**src/rtl/flag_eval_pkg.sv**
```systemverilog
package flag_eval_pkg;

    typedef enum logic [1:0] {
        KIND_PASS  = 2'd0,
        KIND_MUL8  = 2'd1,
        KIND_MUL16 = 2'd2,
        KIND_MUL32 = 2'd3
    } op_kind_e;

    localparam int CF_POS = 0;
    localparam int PF_POS = 2;
    localparam int AF_POS = 4;
    localparam int ZF_POS = 6;
    localparam int SF_POS = 7;
    localparam int OF_POS = 11;

    localparam int NUM_SIZES = 3;

    typedef struct packed {
        logic ovf;
        logic sign;
        logic zero;
        logic parity;
        logic carry;
    } mul_flags_t;

    function automatic logic even_parity8(input logic [7:0] b);
        return ~(^b);
    endfunction

endpackage

```
**src/rtl/flag_record_store.sv**
```systemverilog
module flag_record_store
    import flag_eval_pkg::*;
#(
    parameter int DATA_W = 32
) (
    input  logic              clk,
    input  logic              rst,
    input  logic              wr_en,
    input  op_kind_e          wr_kind,
    input  logic [DATA_W-1:0] wr_result,
    input  logic [DATA_W-1:0] wr_aux,
    output op_kind_e          kind_q,
    output logic [DATA_W-1:0] result_q,
    output logic [DATA_W-1:0] aux_q
);

    always_ff @(posedge clk) begin
        if (rst) begin
            kind_q   <= KIND_PASS;
            result_q <= '0;
            aux_q    <= '0;
        end else if (wr_en) begin
            kind_q   <= wr_kind;
            result_q <= wr_result;
            aux_q    <= wr_aux;
        end
    end

endmodule

```
**src/rtl/flag_size_view.sv**
```systemverilog
module flag_size_view
    import flag_eval_pkg::*;
#(
    parameter int DATA_W = 32
) (
    input  op_kind_e          kind,
    input  logic [DATA_W-1:0] result,
    output logic              zero,
    output logic              sign
);

    logic [NUM_SIZES-1:0] zero_v;
    logic [NUM_SIZES-1:0] sign_v;

    for (genvar i = 0; i < NUM_SIZES; i++) begin : g_size
        localparam int W_I = (i == 0) ? 8 : ((i == 1) ? DATA_W / 2 : DATA_W);
        assign zero_v[i] = (result[W_I-1:0] == '0);
        assign sign_v[i] = result[W_I-1];
    end

    always_comb begin
        unique case (kind)
            KIND_MUL8: begin
                zero = zero_v[0];
                sign = sign_v[0];
            end
            KIND_MUL16: begin
                zero = zero_v[1];
                sign = sign_v[1];
            end
            default: begin
                zero = zero_v[2];
                sign = sign_v[2];
            end
        endcase
    end

endmodule

```
**src/rtl/flag_word_pack.sv**
```systemverilog
module flag_word_pack
    import flag_eval_pkg::*;
#(
    parameter int DATA_W = 32,
    parameter int FLAG_W = 16
) (
    input  op_kind_e          kind,
    input  logic [7:0]        result_lo,
    input  logic [DATA_W-1:0] aux,
    input  logic              zero,
    input  logic              sign,
    output logic              carry,
    output logic [FLAG_W-1:0] flags
);

    mul_flags_t mf;

    always_comb begin
        mf.carry  = (aux != '0);
        mf.ovf    = mf.carry;
        mf.parity = even_parity8(result_lo);
        mf.zero   = zero;
        mf.sign   = sign;
    end

    always_comb begin
        flags = '0;
        carry = 1'b0;
        if (kind == KIND_PASS) begin
            flags = aux[FLAG_W-1:0];
            carry = aux[CF_POS];
        end else begin
            flags[CF_POS] = mf.carry;
            flags[PF_POS] = mf.parity;
            flags[AF_POS] = 1'b0;
            flags[ZF_POS] = mf.zero;
            flags[SF_POS] = mf.sign;
            flags[OF_POS] = mf.ovf;
            carry         = mf.carry;
        end
    end

endmodule

```
**src/rtl/flag_eval_unit.sv**
```systemverilog
module flag_eval_unit
    import flag_eval_pkg::*;
#(
    parameter int DATA_W = 32,
    parameter int FLAG_W = 16
) (
    input  logic              clk,
    input  logic              rst,
    input  logic              wr_en,
    input  logic [1:0]        wr_kind,
    input  logic [DATA_W-1:0] wr_result,
    input  logic [DATA_W-1:0] wr_aux,
    output logic              carry_o,
    output logic [FLAG_W-1:0] flags_o
);

    op_kind_e          kind_q;
    logic [DATA_W-1:0] result_q;
    logic [DATA_W-1:0] aux_q;
    logic              zero_w;
    logic              sign_w;

    flag_record_store #(.DATA_W(DATA_W)) u_store (
        .clk       (clk),
        .rst       (rst),
        .wr_en     (wr_en),
        .wr_kind   (op_kind_e'(wr_kind)),
        .wr_result (wr_result),
        .wr_aux    (wr_aux),
        .kind_q    (kind_q),
        .result_q  (result_q),
        .aux_q     (aux_q)
    );

    flag_size_view #(.DATA_W(DATA_W)) u_size (
        .kind   (kind_q),
        .result (result_q),
        .zero   (zero_w),
        .sign   (sign_w)
    );

    flag_word_pack #(.DATA_W(DATA_W), .FLAG_W(FLAG_W)) u_pack (
        .kind      (kind_q),
        .result_lo (result_q[7:0]),
        .aux       (aux_q),
        .zero      (zero_w),
        .sign      (sign_w),
        .carry     (carry_o),
        .flags     (flags_o)
    );

endmodule

```
**config.mk**
```make
export PLATFORM = sky130hd
export DESIGN_NAME = flag_eval_unit
export DESIGN_NICKNAME = d
export VERILOG_FILES = /design/src/rtl/flag_eval_pkg.sv /design/src/rtl/flag_record_store.sv /design/src/rtl/flag_size_view.sv /design/src/rtl/flag_word_pack.sv /design/src/rtl/flag_eval_unit.sv
export SDC_FILE = /design/constraint.sdc
export NUM_CORES = 1
export LEC_CHECK = 0
export BUFFER_PORTS_ARGS = -buffer_cell sky130_fd_sc_hd__buf_2
export CELL_PAD_IN_SITES_DETAIL_PLACEMENT = 0
export CELL_PAD_IN_SITES_GLOBAL_PLACEMENT = 2
export CORE_AREA = 2 2 79 112
export CTS_BUF_LIST = sky130_fd_sc_hd__clkbuf_8
export CTS_CLUSTER_DIAMETER = 150
export DETAILED_ROUTE_END_ITERATION = 10
export DIE_AREA = 0 0 81 114
export PLACE_DENSITY_LB_ADDON = 0.1
export REMOVE_ABC_BUFFERS = 1
export SLEW_MARGIN = 10
export SYNTH_ARGS = -nofsm -noshare
export SYNTH_HDL_FRONTEND = slang
export SYNTH_HIERARCHICAL = 1
export SYNTH_SLANG_ARGS = --single-unit
export TNS_END_PERCENT = 30
```
**constraint.sdc**
```tcl
create_clock -name clk -period 2.9 [get_ports clk]
set_input_delay 0.29 -clock clk [delete_from_list [all_inputs] [get_ports clk]]
set_output_delay 0.29 -clock clk [all_outputs]
set_load 0.03 [all_outputs]
```
==> impl_results.md <==
* Hold Fails Final Rpt at 0
* Status: finished, final reports clean
* Hold Crit Class: in2reg
* Worst-skew pair later-pin latency at 0.34 ns
* Unrepaired setup endpoints after global routing: no
* Mapped Cells at 276
* Setup crit end kind: primary output
* Yosys Warn Count at 6
* Final wirelength at 6.02 mm
* Syn Area/Cell at 10.2 um^2
* First-pass GRT wire length at 9.92 mm
* Slew HR at 0.572
* Chip width at 81 um
* TritonCTS clock tree: done
* Gr ovfl total at 0
* Fillers at 902
* Sequential Area at 1320 um^2
* Mapped cell area at 2830 um^2
* Final GP Congestion at 0.691
* Final setup violation count at 0
* Crit-path max cell delay at 0.44 ns
* CTS Buf Count at 9
* Cts hold-fix bufs at 0
* Critical path class: reg2out
* Initial Util at 0.340
* Number of global-route vias before repair at 2,109
* Vias/cell at 4.49
* Input/output buffers at 85
* VDD IR max at 285 uV
* Synth unique cells at 30
* Core Util, Final at 0.414
* Share of cells above drive strength 1 at 0.293
* Pin count of the biggest net entering global routing at 46
* Crit path max fanout at 6
* Slowest CP cell: dfxtp_1
* Seq/Total Area, Yosys at 0.467
* Startpoint Class: register
* DPL Wire Length at 4.29 mm
* CP required at 2.61 ns
* Fin Setup TNS at 0 ns
* DIE HEIGHT at 114 um
* DR iter-0 viols at 58
* Clk sinks at 66
* Antenna violations before repair at 0
* Measured slew at the worst slew-check pin at 0.641 ns
* Wire per inst at 12.9 um
* Via count at 2,096
* Core Area at 8310 um^2
* Clk buf depth at 2
* DR pass1 iterations at 4
* Nets at 428
* Area of the multi-input gates at 1320 um^2
* Arrival @ worst endpoint at 2.10 ns
* Area Overhead vs Synth at 21.7%
* H-tree levels at 3
* Clock transition at path regs at 0.07 ns
* # IOs at 86
* Worst Skew at 0 ns
* Die ar. at 9230 um^2
* Yosys top cell area share at 0.467
* CTS resizes at 0
* Yosys top cell by area: dfxtp_1
* Post-CTS Setup Bufs at 0
* Max-cap viol count at 0
* Slew Limit Fails at 0
* Static leakage at 1.68 nW
* Routed Antenna Nets at 0
* FP Rows at 40
* Yosys reg bits at 66
* Period utilisation layout at 0.823
* F_max at 419 MHz
* Post-route DRC at 0
* Tmin final at 2.39 ns
* All-Layer GR Usage at 0.142
* CTS root buf: clkbuf_8
* Cell Pwr Density at 602 nW/um^2
* Ant. Diodes at 0
* Worst hold margin at 0.183 ns
* Critical-path cell list: inv_1, ha_1, nand2b_1, o22ai_1, o211a_1, mux2_1, buf_2
* Largest cells by area after synthesis: dfxtp_1 (47%), mux2i_1 (23%), nor2_1 (9.0%)
[registers in the layout, indices dropped and copies added (netlist names)]
name,count
u_store/result_q,32
u_store/aux_q,32
u_store/kind_q,2
[per-layer routing]
| metal | up-vias | GRT usage | wire length (um) |
|---|---|---|---|
| li1 | 1106 | - | - |
| met4 | 0 | 0.0610 | 112 |
| met2 | 62 | 0.224 | 2840 |
| met5 | - | 0 | 0 |
| met1 | 917 | 0.173 | 2650 |
| met3 | 11 | 0.0498 | 413 |
[path summary, 6_finish.rpt]
| check | end | cells after the start | slack, ns | startpoint |
|---|---|---|---|---|
| worst min register to register | u_store/result_q[27]$_SDFFE_PP0P_ | 2 | 0.49 | u_store/result_q[27]$_SDFFE_PP0P_ |
| worst max register to register | u_store/kind_q[0]$_SDFFE_PP0P_ | 2 | 2.19 | u_store/kind_q[0]$_SDFFE_PP0P_ |
| worst min-delay path | u_store/result_q[11]$_SDFFE_PP0P_ | 3 | 0.18 | wr_result[11] |
| worst max-delay path | flags_o[6] | 7 | 0.51 | u_store/kind_q[0]$_SDFFE_PP0P_ |
[cells in the final DEF, fill, tap and decap left out, drive strengths merged]
cell type and n:
nor3 4, ha 2, nor4 15, nand4 1, clkinvlp 1, bufinv 1
dfxtp 66, nor2 69, and2 11, a221oi 1, clkbuf 10, or4 1
inv 6, xor2 1, o211a 1, o21ai 1, a21oi 1, buf 87
o22ai 1, nand2b 1, mux2 2, mux2i 66, nand2 2, clkinv 2
xnor2 6, nand3 3
[worst max-delay path: cells and delay by family, from the launching register on]
family	cells	cell delay (ns)
DFF	1	0.44
adders and majority gates	1	0.35
muxes	1	0.30
AOI/OAI and AO/OA	2	0.28
buffers and inverters	2	0.27
and+or+nand+nor	1	0.12
[kinds of logic (layout without fill, tap and decap cells)]
| group | Yosys count | count (layout) | share of synthesized area |
|---|---|---|---|
| DFF | 66 | 66 | 0.467 |
| xor gates and xnor gates | 7 | 7 | 0.0217 |
| buffers and inverters | 21 | 107 | 0.0651 |
| and+or+nand+nor | 107 | 107 | 0.183 |
| adders and majority gates | 2 | 2 | 0.00885 |
| AOI/OAI and AO/OA | 5 | 5 | 0.0124 |
| muxes | 68 | 68 | 0.242 |
[through the flow]
| step | instance area, um^2 | worst slack [ns] | cells | total power (W) |
|---|---|---|---|---|
| finish | 3440 | 0.512 | 467 | 0.00207 |
| global route | 3440 | 0.396 | 467 | 0.00218 |
| CTS | 3440 | 0.489 | 467 | 0.00212 |
| detailed placement | 3240 | 0.872 | 451 | 0.00134 |
| global placement | 3240 | 0.917 | 451 | 0.00133 |
| floorplan | 2660 | 1.01 | 259 | 0.00119 |
[Yosys cell counts]
cell	count
nand4_1	1
nor4_4	1
nor2_1	68
buf_12	5
nor2_2	1
ha_1	2
nand2_1	2
o211a_1	1
dfxtp_1	66
and2_1	11
buf_2	4
a221oi_1	1
or4_4	1
nor3_1	3
mux2_1	2
buf_6	1
xor2_1	1
nor3_2	1
o22ai_1	1
nand2b_1	1
nor4_1	13
clkbuf_1	4
nand3_1	3
o21ai_1	1
nor4_2	1
xnor2_1	6
inv_1	4
mux2i_1	66
a21oi_1	1
buf_4	3
[cell type report]
| cell class | count | share of cell area |
|---|---|---|
| Multi-Input combinational cell | 189 | 0.384 |
| Inverter | 4 | 0.00436 |
| Timing Repair Buffer | 87 | 0.132 |
| Tap cell | 105 | 0.0382 |
| Clock inverter | 6 | 0.0171 |
| Clock buffer | 10 | 0.0400 |
| Sequential cell | 66 | 0.384 |
[power breakdown]
group / internal (W) / switching (W) / leakage [nW] / total, W
Combinational: 0.000143 / 0.000168 / 1.03 / 0.000311
Clock: 0.000414 / 0.000348 / 0.105 / 0.000762
Sequential: 0.000961 / 0.0000362 / 0.545 / 0.000997
Note: power is estimated with default switching activity, not from simulation.
